**config.mk**
```make
export PLATFORM = sky130hd
export DESIGN_NAME = wake_pattern_filter
export DESIGN_NICKNAME = d
export VERILOG_FILES = /design/src/rtl/wpf_pkg.sv /design/src/rtl/wpf_cfg_regs.sv /design/src/rtl/wpf_lane.sv /design/src/rtl/wake_pattern_filter.sv
export SDC_FILE = /design/constraint.sdc
export NUM_CORES = 1
export LEC_CHECK = 0
export BUFFER_PORTS_ARGS = -buffer_cell sky130_fd_sc_hd__buf_2
export CORE_MARGIN = 2
export CORE_UTILIZATION = 40
export CTS_CLUSTER_SIZE = 25
export DETAILED_ROUTE_END_ITERATION = 7
export PLACE_DENSITY = 0.64
export RECOVER_POWER = 100
export SETUP_SLACK_MARGIN = 0.05
export SYNTH_ARGS = -nofsm -noshare
export SYNTH_HDL_FRONTEND = slang
export SYNTH_HIERARCHICAL = 1
export SYNTH_SLANG_ARGS = --single-unit
```
**constraint.sdc**
```tcl
create_clock -name clk_i -period 11.17 [get_ports clk_i]
set_input_delay 1.117 -clock clk_i [delete_from_list [all_inputs] [get_ports clk_i]]
set_output_delay 1.117 -clock clk_i [all_outputs]
set_load 0.02 [all_outputs]
```
**src/rtl/wpf_pkg.sv**
```systemverilog
package wpf_pkg;
  localparam int NUM_FILT = 4;
  localparam int IDX_W    = $clog2(NUM_FILT);
  localparam int MASK_W   = 31;
  localparam int MIDX_W   = $clog2(MASK_W);
  localparam int OFS_W    = 8;
  localparam int POS_W    = OFS_W + 1;
  localparam int CRC_W    = 16;
  localparam int ADDR_W   = 5;
  localparam int DATA_W   = 32;
  localparam logic [CRC_W-1:0]  CRC_POLY = 16'h8005;
  localparam logic [CRC_W-1:0]  CRC_INIT = 16'hFFFF;
  localparam logic [ADDR_W-1:0] CLR_ADDR = 5'h10;

  typedef enum logic [1:0] {GRP_MASK, GRP_CMD, GRP_OFS, GRP_CRC} grp_e;

  function automatic logic [CRC_W-1:0] crc_step(input logic [CRC_W-1:0] c,
                                                input logic [7:0] d);
    logic [CRC_W-1:0] r;
    logic fb;
    r = c;
    for (int b = 0; b < 8; b++) begin
      fb = r[CRC_W-1] ^ d[b];
      r  = {r[CRC_W-2:0], 1'b0};
      if (fb) r = r ^ CRC_POLY;
    end
    return r;
  endfunction
endpackage

```
**src/rtl/wpf_cfg_regs.sv**
```systemverilog
module wpf_cfg_regs
  import wpf_pkg::*;
(
  input  logic                             clk_i,
  input  logic                             rst_ni,
  input  logic                             we_i,
  input  logic [ADDR_W-1:0]                addr_i,
  input  logic [DATA_W-1:0]                wdata_i,
  output logic [NUM_FILT-1:0][MASK_W-1:0]  mask_o,
  output logic [NUM_FILT-1:0][OFS_W-1:0]   ofs_o,
  output logic [NUM_FILT-1:0][CRC_W-1:0]   crc_o,
  output logic [NUM_FILT-1:0]              en_o,
  output logic [NUM_FILT-1:0]              mc_o,
  output logic                             clr_o
);
  grp_e             grp;
  logic [IDX_W-1:0] idx;
  logic             bank_we;

  assign grp     = grp_e'(addr_i[IDX_W+1:IDX_W]);
  assign idx     = addr_i[IDX_W-1:0];
  assign bank_we = we_i && !addr_i[ADDR_W-1];
  assign clr_o   = we_i && (addr_i == CLR_ADDR);

  for (genvar i = 0; i < NUM_FILT; i++) begin : g_filt
    always_ff @(posedge clk_i or negedge rst_ni) begin
      if (!rst_ni) begin
        mask_o[i] <= '0;
        ofs_o[i]  <= '0;
        crc_o[i]  <= '0;
        en_o[i]   <= 1'b0;
        mc_o[i]   <= 1'b0;
      end else if (bank_we && idx == IDX_W'(i)) begin
        unique case (grp)
          GRP_MASK: mask_o[i] <= wdata_i[MASK_W-1:0];  // bit 31 dropped
          GRP_CMD: begin
            en_o[i] <= wdata_i[0];
            mc_o[i] <= wdata_i[3];
          end
          GRP_OFS:  ofs_o[i] <= wdata_i[OFS_W-1:0];
          GRP_CRC:  crc_o[i] <= wdata_i[CRC_W-1:0];
          default: ;
        endcase
      end
    end
  end
endmodule

```
**src/rtl/wpf_lane.sv**
```systemverilog
module wpf_lane
  import wpf_pkg::*;
(
  input  logic              clk_i,
  input  logic              rst_ni,
  input  logic              byte_vld_i,
  input  logic              sof_i,
  input  logic [7:0]        byte_i,
  input  logic [POS_W-1:0]  pos_i,
  input  logic [POS_W-1:0]  cnt_i,
  input  logic [MASK_W-1:0] mask_i,
  input  logic [OFS_W-1:0]  ofs_i,
  input  logic [CRC_W-1:0]  exp_i,
  input  logic              en_i,
  input  logic              mc_i,
  input  logic              frame_mc_i,
  output logic              match_o
);
  function automatic logic [MIDX_W:0] mask_span(input logic [MASK_W-1:0] m);
    logic [MIDX_W:0] s;
    s = '0;
    for (int j = 0; j < MASK_W; j++) if (m[j]) s = (MIDX_W+1)'(j + 1);
    return s;
  endfunction

  logic [POS_W-1:0] ofs_ext, rel, need;
  logic [MIDX_W:0]  span;
  logic             in_win, sel, complete;
  logic [CRC_W-1:0] crc_q, crc_base, crc_d;

  assign ofs_ext = {1'b0, ofs_i};
  assign rel     = pos_i - ofs_ext;
  assign in_win  = (pos_i >= ofs_ext) && (rel < POS_W'(MASK_W));
  assign sel     = in_win && mask_i[rel[MIDX_W-1:0]];

  assign span     = mask_span(mask_i);
  assign need     = ofs_ext + POS_W'(span);
  assign complete = (span == '0) || (cnt_i >= need);

  assign crc_base = sof_i ? CRC_INIT : crc_q;
  assign crc_d    = sel ? crc_step(crc_base, byte_i) : crc_base;

  always_ff @(posedge clk_i or negedge rst_ni) begin
    if (!rst_ni)         crc_q <= CRC_INIT;
    else if (byte_vld_i) crc_q <= crc_d;
  end

  assign match_o = en_i && (mc_i == frame_mc_i) && complete && (crc_q == exp_i);
endmodule

```
**src/rtl/wake_pattern_filter.sv**
```systemverilog
module wake_pattern_filter
  import wpf_pkg::*;
(
  input  logic                clk_i,
  input  logic                rst_ni,
  input  logic                sof_i,
  input  logic                byte_vld_i,
  input  logic [7:0]          byte_i,
  input  logic                eof_i,
  input  logic                good_i,
  input  logic                cfg_we_i,
  input  logic [ADDR_W-1:0]   cfg_addr_i,
  input  logic [DATA_W-1:0]   cfg_wdata_i,
  output logic                wake_o,
  output logic [NUM_FILT-1:0] hit_o
);
  logic [NUM_FILT-1:0][MASK_W-1:0] mask_q;
  logic [NUM_FILT-1:0][OFS_W-1:0]  ofs_q;
  logic [NUM_FILT-1:0][CRC_W-1:0]  exp_q;
  logic [NUM_FILT-1:0]             en_vec, mc_vec, match_vec;
  logic                            clr;
  logic [POS_W-1:0]                cnt_q, pos;
  logic                            frame_mc_q;
  logic                            sof_vld;

  wpf_cfg_regs u_cfg (
    .clk_i   (clk_i),
    .rst_ni  (rst_ni),
    .we_i    (cfg_we_i),
    .addr_i  (cfg_addr_i),
    .wdata_i (cfg_wdata_i),
    .mask_o  (mask_q),
    .ofs_o   (ofs_q),
    .crc_o   (exp_q),
    .en_o    (en_vec),
    .mc_o    (mc_vec),
    .clr_o   (clr)
  );

  assign sof_vld = sof_i && byte_vld_i;
  assign pos     = sof_vld ? '0 : cnt_q;

  // saturating received-byte count shared by all lanes
  always_ff @(posedge clk_i or negedge rst_ni) begin
    if (!rst_ni) begin
      cnt_q      <= '0;
      frame_mc_q <= 1'b0;
    end else if (byte_vld_i) begin
      if (sof_vld) begin
        cnt_q      <= POS_W'(1);
        frame_mc_q <= byte_i[0];
      end else if (!(&cnt_q)) begin
        cnt_q <= cnt_q + 1'b1;
      end
    end
  end

  for (genvar i = 0; i < NUM_FILT; i++) begin : g_lane
    wpf_lane u_lane (
      .clk_i      (clk_i),
      .rst_ni     (rst_ni),
      .byte_vld_i (byte_vld_i),
      .sof_i      (sof_vld),
      .byte_i     (byte_i),
      .pos_i      (pos),
      .cnt_i      (cnt_q),
      .mask_i     (mask_q[i]),
      .ofs_i      (ofs_q[i]),
      .exp_i      (exp_q[i]),
      .en_i       (en_vec[i]),
      .mc_i       (mc_vec[i]),
      .frame_mc_i (frame_mc_q),
      .match_o    (match_vec[i])
    );
  end

  always_ff @(posedge clk_i or negedge rst_ni) begin
    if (!rst_ni)              hit_o <= '0;
    else if (clr)             hit_o <= '0;
    else if (eof_i && good_i) hit_o <= hit_o | match_vec;
  end

  assign wake_o = |hit_o;
endmodule

```
=== After elaboration in Yosys (flattened, before gate mapping) ===
Cells that the tools add are included.
W data, S select, Z words.

* $add $sub $neg: 9
* $lt $le $gt $ge: 16
* Equal/unequal tests: 16
* Muxes and demuxes: 177
* Bitwise operators: 65
* Reductions and logical operators: 60

{| class="wikitable"
|+ Operator list
! operator !! number
|-
| $mux W6 || 120
|-
| $mux W16 || 40
|-
| $not A3 Y3 || 32
|-
| $eq A16 B16 Y1 || 4
|-
| $add A8 B6 Y9 || 4
|-
| $ge A9 B8 Y1 || 4
|-
| $ge A9 B9 Y1 || 4
|-
| $lt A9 B5 Y1 const B || 4
|-
| $reduce_and A2 Y1 || 18
|-
| $sub A9 B8 Y9 || 4
|-
| $xor A1 B1 Y1 || 32
|-
| $logic_and A1 B1 Y1 || 28
|-
| $mux W9 || 3
|-
| $logic_not A6 Y1 || 4
|-
| $lt A5 B6 Y1 const B || 4
|-
| $bmux W1 S5 || 4
|-
| $add A9 B1 Y9 const B || 1
|-
| $reduce_and A9 Y1 || 1
|-
| $eq A2 B2 Y1 const B || 4
|-
| $mux W1 || 8
|-
| $mux W4 || 2
|-
| $eq A5 B5 Y1 const B || 1
|-
| $eq A1 B1 Y1 || 4
|-
| $eq A2 B1 Y1 const B || 2
|-
| other kinds (7) || 11
|}

* Register bits: 306
* Input bits: 52
* Output and inout port bits: 5
* Logic and storage cells: 370

=== Logic depth before layout (Yosys ltp) ===
* Depth after elaboration: 39
* Depth in mapped cells: 24
* Gate-level depth less buffers: 24

=== Hierarchy ===
The synthesis kept the hierarchy.

{| class="wikitable"
|+ By module, submodules not included
! module !! times used !! cells each !! area an instance (um^2) !! seq. area each (um^2)
|-
| wpf_cfg_regs || 1 || 511 || 8,627.0 || 5,705.5
|-
| wpf_lane (g_lane[2].u_lane) || 1 || 315 || 2,772.7 || 420.4
|-
| wpf_lane (g_lane[0].u_lane) || 1 || 309 || 2,660.1 || 420.4
|-
| wpf_lane (g_lane[1].u_lane) || 1 || 315 || 2,641.3 || 420.4
|-
| wpf_lane (g_lane[3].u_lane) || 1 || 309 || 2,615.0 || 420.4
|-
| wake_pattern_filter || 1 || 73 || 738.2 || 350.3
|}

=== Worst setup path after synthesis ===
Ideal clock, no wire load.

* Path kind: input-to-reg
* Start point: input port sof_i
* End point: register g_lane[1].u_lane.crc_q[9]
* Library setup time: 0.081 ns
* Data arrival time: 4.218 ns
* Required time: 11.089 ns
* Slack: 6.871 ns
* Stages: 16
* Path buffers: 2
* Cells stage by stage: nand2_1 -> and2_1 -> inv_1 -> ha_1 -> inv_1 -> fa_1 -> buf_2 -> mux4_2 -> nor2b_1 -> a221oi_1 -> a31oi_1 -> mux2_2 -> and4_1 -> buf_6 -> a22o_2 -> a211oi_2

* Elaborated cells on any way between the ends: 21
* Those cells by class: add/sub: 1; order compare: 2; mux: 13; bitwise: 2; reduce/logical: 3

{| class="wikitable"
|+ RTL lines
! element !! RTL line !! RTL
|-
| start, declared || wake_pattern_filter.sv:6 || <nowiki>input logic sof_i,</nowiki>
|-
| $logic_and A1 B1 Y1 * || wake_pattern_filter.sv:40 || <nowiki>assign sof_vld = sof_i && byte_vld_i;</nowiki>
|-
| $mux W9 * || wake_pattern_filter.sv:41 || <nowiki>assign pos = sof_vld ? '0 : cnt_q;</nowiki>
|-
| via pos[0] || wake_pattern_filter.sv:22 || <nowiki>logic [POS_W-1:0] cnt_q, pos;</nowiki>
|-
| $sub A9 B8 Y9 || wpf_lane.sv:32 || <nowiki>assign rel = pos_i - ofs_ext;</nowiki>
|-
| $lt A9 B5 Y1 / $bmux W1 S5 (equally long branches) || wpf_lane.sv:33, wpf_lane.sv:34 ||
|-
| $logic_and A1 B1 Y1 / $mux W1 (equally long branches) || wpf_lane.sv:33, wpf_lane.sv:34 ||
|-
| $logic_and A1 B1 Y1 * || wpf_lane.sv:34 || <nowiki>assign sel = in_win && mask_i[rel[MIDX_W-1:0]];</nowiki>
|-
| $mux W16 * || wpf_lane.sv:41 || <nowiki>assign crc_d = sel ? crc_step(crc_base, byte_i) : crc_base;</nowiki>
|-
| end signal, assigned || wpf_lane.sv:45 || <nowiki>else if (byte_vld_i) crc_q <= crc_d;</nowiki>
|-
| end, declared || wpf_lane.sv:29 || <nowiki>logic [CRC_W-1:0] crc_q, crc_base, crc_d;</nowiki>
|}

The timed path passes the listed nets; every way through them passes the cells marked *. The select of a mux whose other input is x is not followed.
A chain may end at the register's enable or synchronous reset.

=== Worst setup path in the final report ===
* Start point: input port byte_vld_i
* End point: register g_lane[3].u_lane.crc_q[10]

* Elaborated cells on any way between the ends: 19
* Those cells by class: add/sub: 1; order compare: 2; mux: 13; reduce/logical: 3

{| class="wikitable"
|+ RTL lines
! element !! RTL line !! RTL
|-
| start, declared || wake_pattern_filter.sv:7 || <nowiki>input logic byte_vld_i,</nowiki>
|-
| $logic_and A1 B1 Y1 * || wake_pattern_filter.sv:40 ||
|-
| $mux W9 * || wake_pattern_filter.sv:41 ||
|-
| via pos[0] || wake_pattern_filter.sv:22 ||
|-
| $sub A9 B8 Y9 || wpf_lane.sv:32 ||
|-
| $lt A9 B5 Y1 / $bmux W1 S5 (equally long branches) || wpf_lane.sv:33, wpf_lane.sv:34 ||
|-
| $logic_and A1 B1 Y1 / $mux W1 (equally long branches) || wpf_lane.sv:33, wpf_lane.sv:34 ||
|-
| $logic_and A1 B1 Y1 * || wpf_lane.sv:34 ||
|-
| $mux W16 * || wpf_lane.sv:41 ||
|-
| end signal, assigned || wpf_lane.sv:45 ||
|-
| end, declared || wpf_lane.sv:29 ||
|}

Marks and branches as above.

==> key figures <==
Yosys
  • Netlist Area Pre-Place: 0.0201 mm^2
  • Dominant synthesized flop cell: dfrtp_1
  • Syn avg cell area: 10.9 um^2
  • Synth async-reset ratio: 1.00
  • Register bit total from synthesis: 306
  • Synth Instances: 1832
  • Sequential share of the synthesized area: 0.386
  • Number of synthesized flops with an enable pin: 0
  • Netlist cell types: 112
  • YS warnings: 6
  • Syn nets: 1982

Place
  • Port Buffers: 55
  • Dpl hpwl: 37900 um
  • Routability cong.: 0.903
  • Worst slack at placement: 5470 ps
  • Placement Cell Area: 0.0208 mm^2

Drt
  • WL/cell: 21.3 um
  • Vias: 14548
  • Detailed Routing Iterations Pass 1: 5
  • DRT iter0 DRCs: 1014
  • Post-Route WL: 54400 um
  • Via/cell ratio: 5.70
  • Routed Antenna Nets: 0
  • DRC: 0

CTS
  • Clk pin slew, worst setup/hold paths: 60 ps
  • Root buf cell: clkbuf_16
  • TritonCTS buffer count: 36
  • CTS tree: done
  • Maximum clock path buffer count: 3
  • CTS resizes: 0
  • H-tree Lvls: 2
  • CTS Hold Bufs: 0
  • Sink Count: 306
  • # Post-CTS Setup Buffers: 0
  • Clock latency at the later pin of the worst-skew pair: 550 ps

Global route
  • Initial antenna violation count: 10
  • Vias in the first global route: 14731
  • First-pass GRT wire length: 85300 um
  • GRT Util Overall: 0.209
  • Gr ovfl total: 0
  • Largest net degree at the start of global routing: 84

Cells and area
  • Filler cell count: 4792
  • Sequential cell area: 0.00774 mm^2
  • Design area: 0.0218 mm^2
  • Layout cells sized above 1: 0.249
  • Area of the multi-input gates: 0.0113 mm^2
  • Most frequent cells in the layout: 242 x dfrtp_1, 220 x mux2_2, 175 x nor2_1
  • Syn-to-layout area delta: 8.48%
  • NumNets Final: 2003
  • Most common cell after layout, fill and taps aside: dfrtp_1

Timing
  • Slew Limit Headroom: -1.99
  • Period utilization: 0.659
  • Clk_skew: 25.6 ps
  • Final setup vio count: 0
  • Tightest Pin Transition: 4480 ps
  • Count of final max-slew check failures: 284
  • F_max: 136 MHz
  • RSZ-0062 raised after global routing: false
  • Final worst slack: 3810 ps
  • Hold Fails Final Rpt: 0
  • Final min period: 7360 ps
  • Setup_tns: 0 ps

Power
  • VDD IR-drop max: 0.000181 V
  • Pwr/cell area: 204 mW/mm^2
  • Leak: 9.24 nW

Critical path
  • Critical path startpoint category: primary input
  • Crit path DAT: 7830 ps
  • R2R setup slack: 4930 ps
  • Worst Setup End Kind: flop
  • Worst reg2reg path startpoint: cnt_q[0]$_DFFE_PN0P_
  • Kind of critical path: in2reg
  • Reg-to-Reg End: g_lane[3].u_lane/crc_q[10]$_DFFE_PN1P_
  • Critical path peak fanout: 15
  • Worst R2R Path Depth: 14
  • CP required: 11640 ps

Status
  • Failing checks: capacitance limit, slew limit
  • Status: complete, but fails checks

Hold path
  • Hold depth: 1
  • Hold EP: u_cfg/en_o[3]$_DFFE_PN0P_
  • HP Start: u_cfg/en_o[3]$_DFFE_PN0P_
  • Hold Crit Class: reg2reg

Floorplan
  • Initial Util: 0.402
  • Row count: 82
  • Die Ht: 228 um
  • Full die area: 0.0519 mm^2
  • Core area: 0.0499 mm^2
  • Die W: 228 um
  • Ports: 57

Run
  • Number of max-cap violations: 8
-- worst max-delay path by stage --
stage,start,endpoint
after global placement,byte_vld_i,g_lane[3].u_lane/crc_q[13]$_DFFE_PN1P_
after detailed placement,byte_vld_i,g_lane[3].u_lane/crc_q[10]$_DFFE_PN1P_
after global routing,byte_vld_i,g_lane[3].u_lane/crc_q[14]$_DFFE_PN1P_
after CTS,byte_vld_i,g_lane[3].u_lane/crc_q[10]$_DFFE_PN1P_
after floorplan,sof_i,g_lane[1].u_lane/crc_q[9]$_DFFE_PN1P_
final,byte_vld_i,g_lane[3].u_lane/crc_q[10]$_DFFE_PN1P_
-- cell families after synthesis --
family          Yosys count  synth area share
buf+inv                 167            0.0412
flops                   306             0.386
simple gates            444             0.114
fa+ha+maj                98            0.0641
compound gates          310             0.117
mux                     283             0.177
xor+xnor                224            0.0996
-- flip-flops by register name, indices dropped and copies added (netlist names) --
register,flops
cnt_q,9
frame_mc_q,1
g_lane.u_lane/crc_q,64
hit_o,4
u_cfg/crc_o,64
u_cfg/en_o,4
u_cfg/mask_o,124
u_cfg/mc_o,4
u_cfg/ofs_o,32
-- through the flow --
step | power, W | hold slack, ps | std cells | util
final | 0.00443 | 512 | 2554 | 0.436
after detailed placement | 0.00324 | 493 | 2487 | 0.416
after CTS | 0.00449 | 515 | 2552 | 0.441
after global placement | 0.00319 | 489 | 2487 | 0.416
after global routing | 0.00472 | 527 | 2552 | 0.436
after floorplan | 0.00287 | 479 | 1832 | -
-- cell type report --
class / count / share of cell area
clock inverter: 10 / 0.00610
timing repair buffer: 68 / 0.0152
antenna: 2 / 0.000230
tap: 672 / 0.0386
inverter: 82 / 0.0141
sequential: 306 / 0.356
multi-input combinational: 1359 / 0.520
clock buffer: 55 / 0.0503
-- power by group --
group          internal, W  switching [W]
sequential         0.00134       0.000247
combinational     0.000821       0.000802
clock             0.000745       0.000480
-- synthesized netlist by cell type (22+ instances only) --
master | number | share of area
nand4_1 | 22 | 0.0069
mux2_2 | 223 | 0.13
ha_1 | 90 | 0.056
dfstp_2 | 64 | 0.084
mux4_2 | 26 | 0.029
nand2_1 | 47 | 0.0088
xor2_1 | 48 | 0.021
a21oi_1 | 63 | 0.016
nand3_1 | 23 | 0.0057
clkbuf_1 | 35 | 0.0066
nor2_1 | 174 | 0.033
inv_1 | 80 | 0.015
xnor2_1 | 172 | 0.075
dfrtp_1 | 242 | 0.30
nor3_1 | 43 | 0.011
o21ai_0 | 41 | 0.010
nor4_1 | 27 | 0.0084
-- metal layers --
layer	up-vias	wire length, um	part of all wire	track usage
li1	6686	-	-	-
met1	7346	24100	0.44	0.281
met2	410	25600	0.47	0.343
met3	100	3210	0.059	0.0385
met4	6	1510	0.028	0.0615
met5	-	44	0.00081	0
-- critical path: stages --
cell      delay, ps
clkbuf_1        650
nand2_1         380
and2_0          410
inv_1           110
ha_1            220
inv_1            70
fa_1            850
mux4_2          320
and2_0          120
a221oi_1         50
a31oi_1         170
o211ai_1        130
nor4_1         1670
nand2_1         940
o22a_2          430
o22a_1          180
Power figures use the tool's default switching activity.
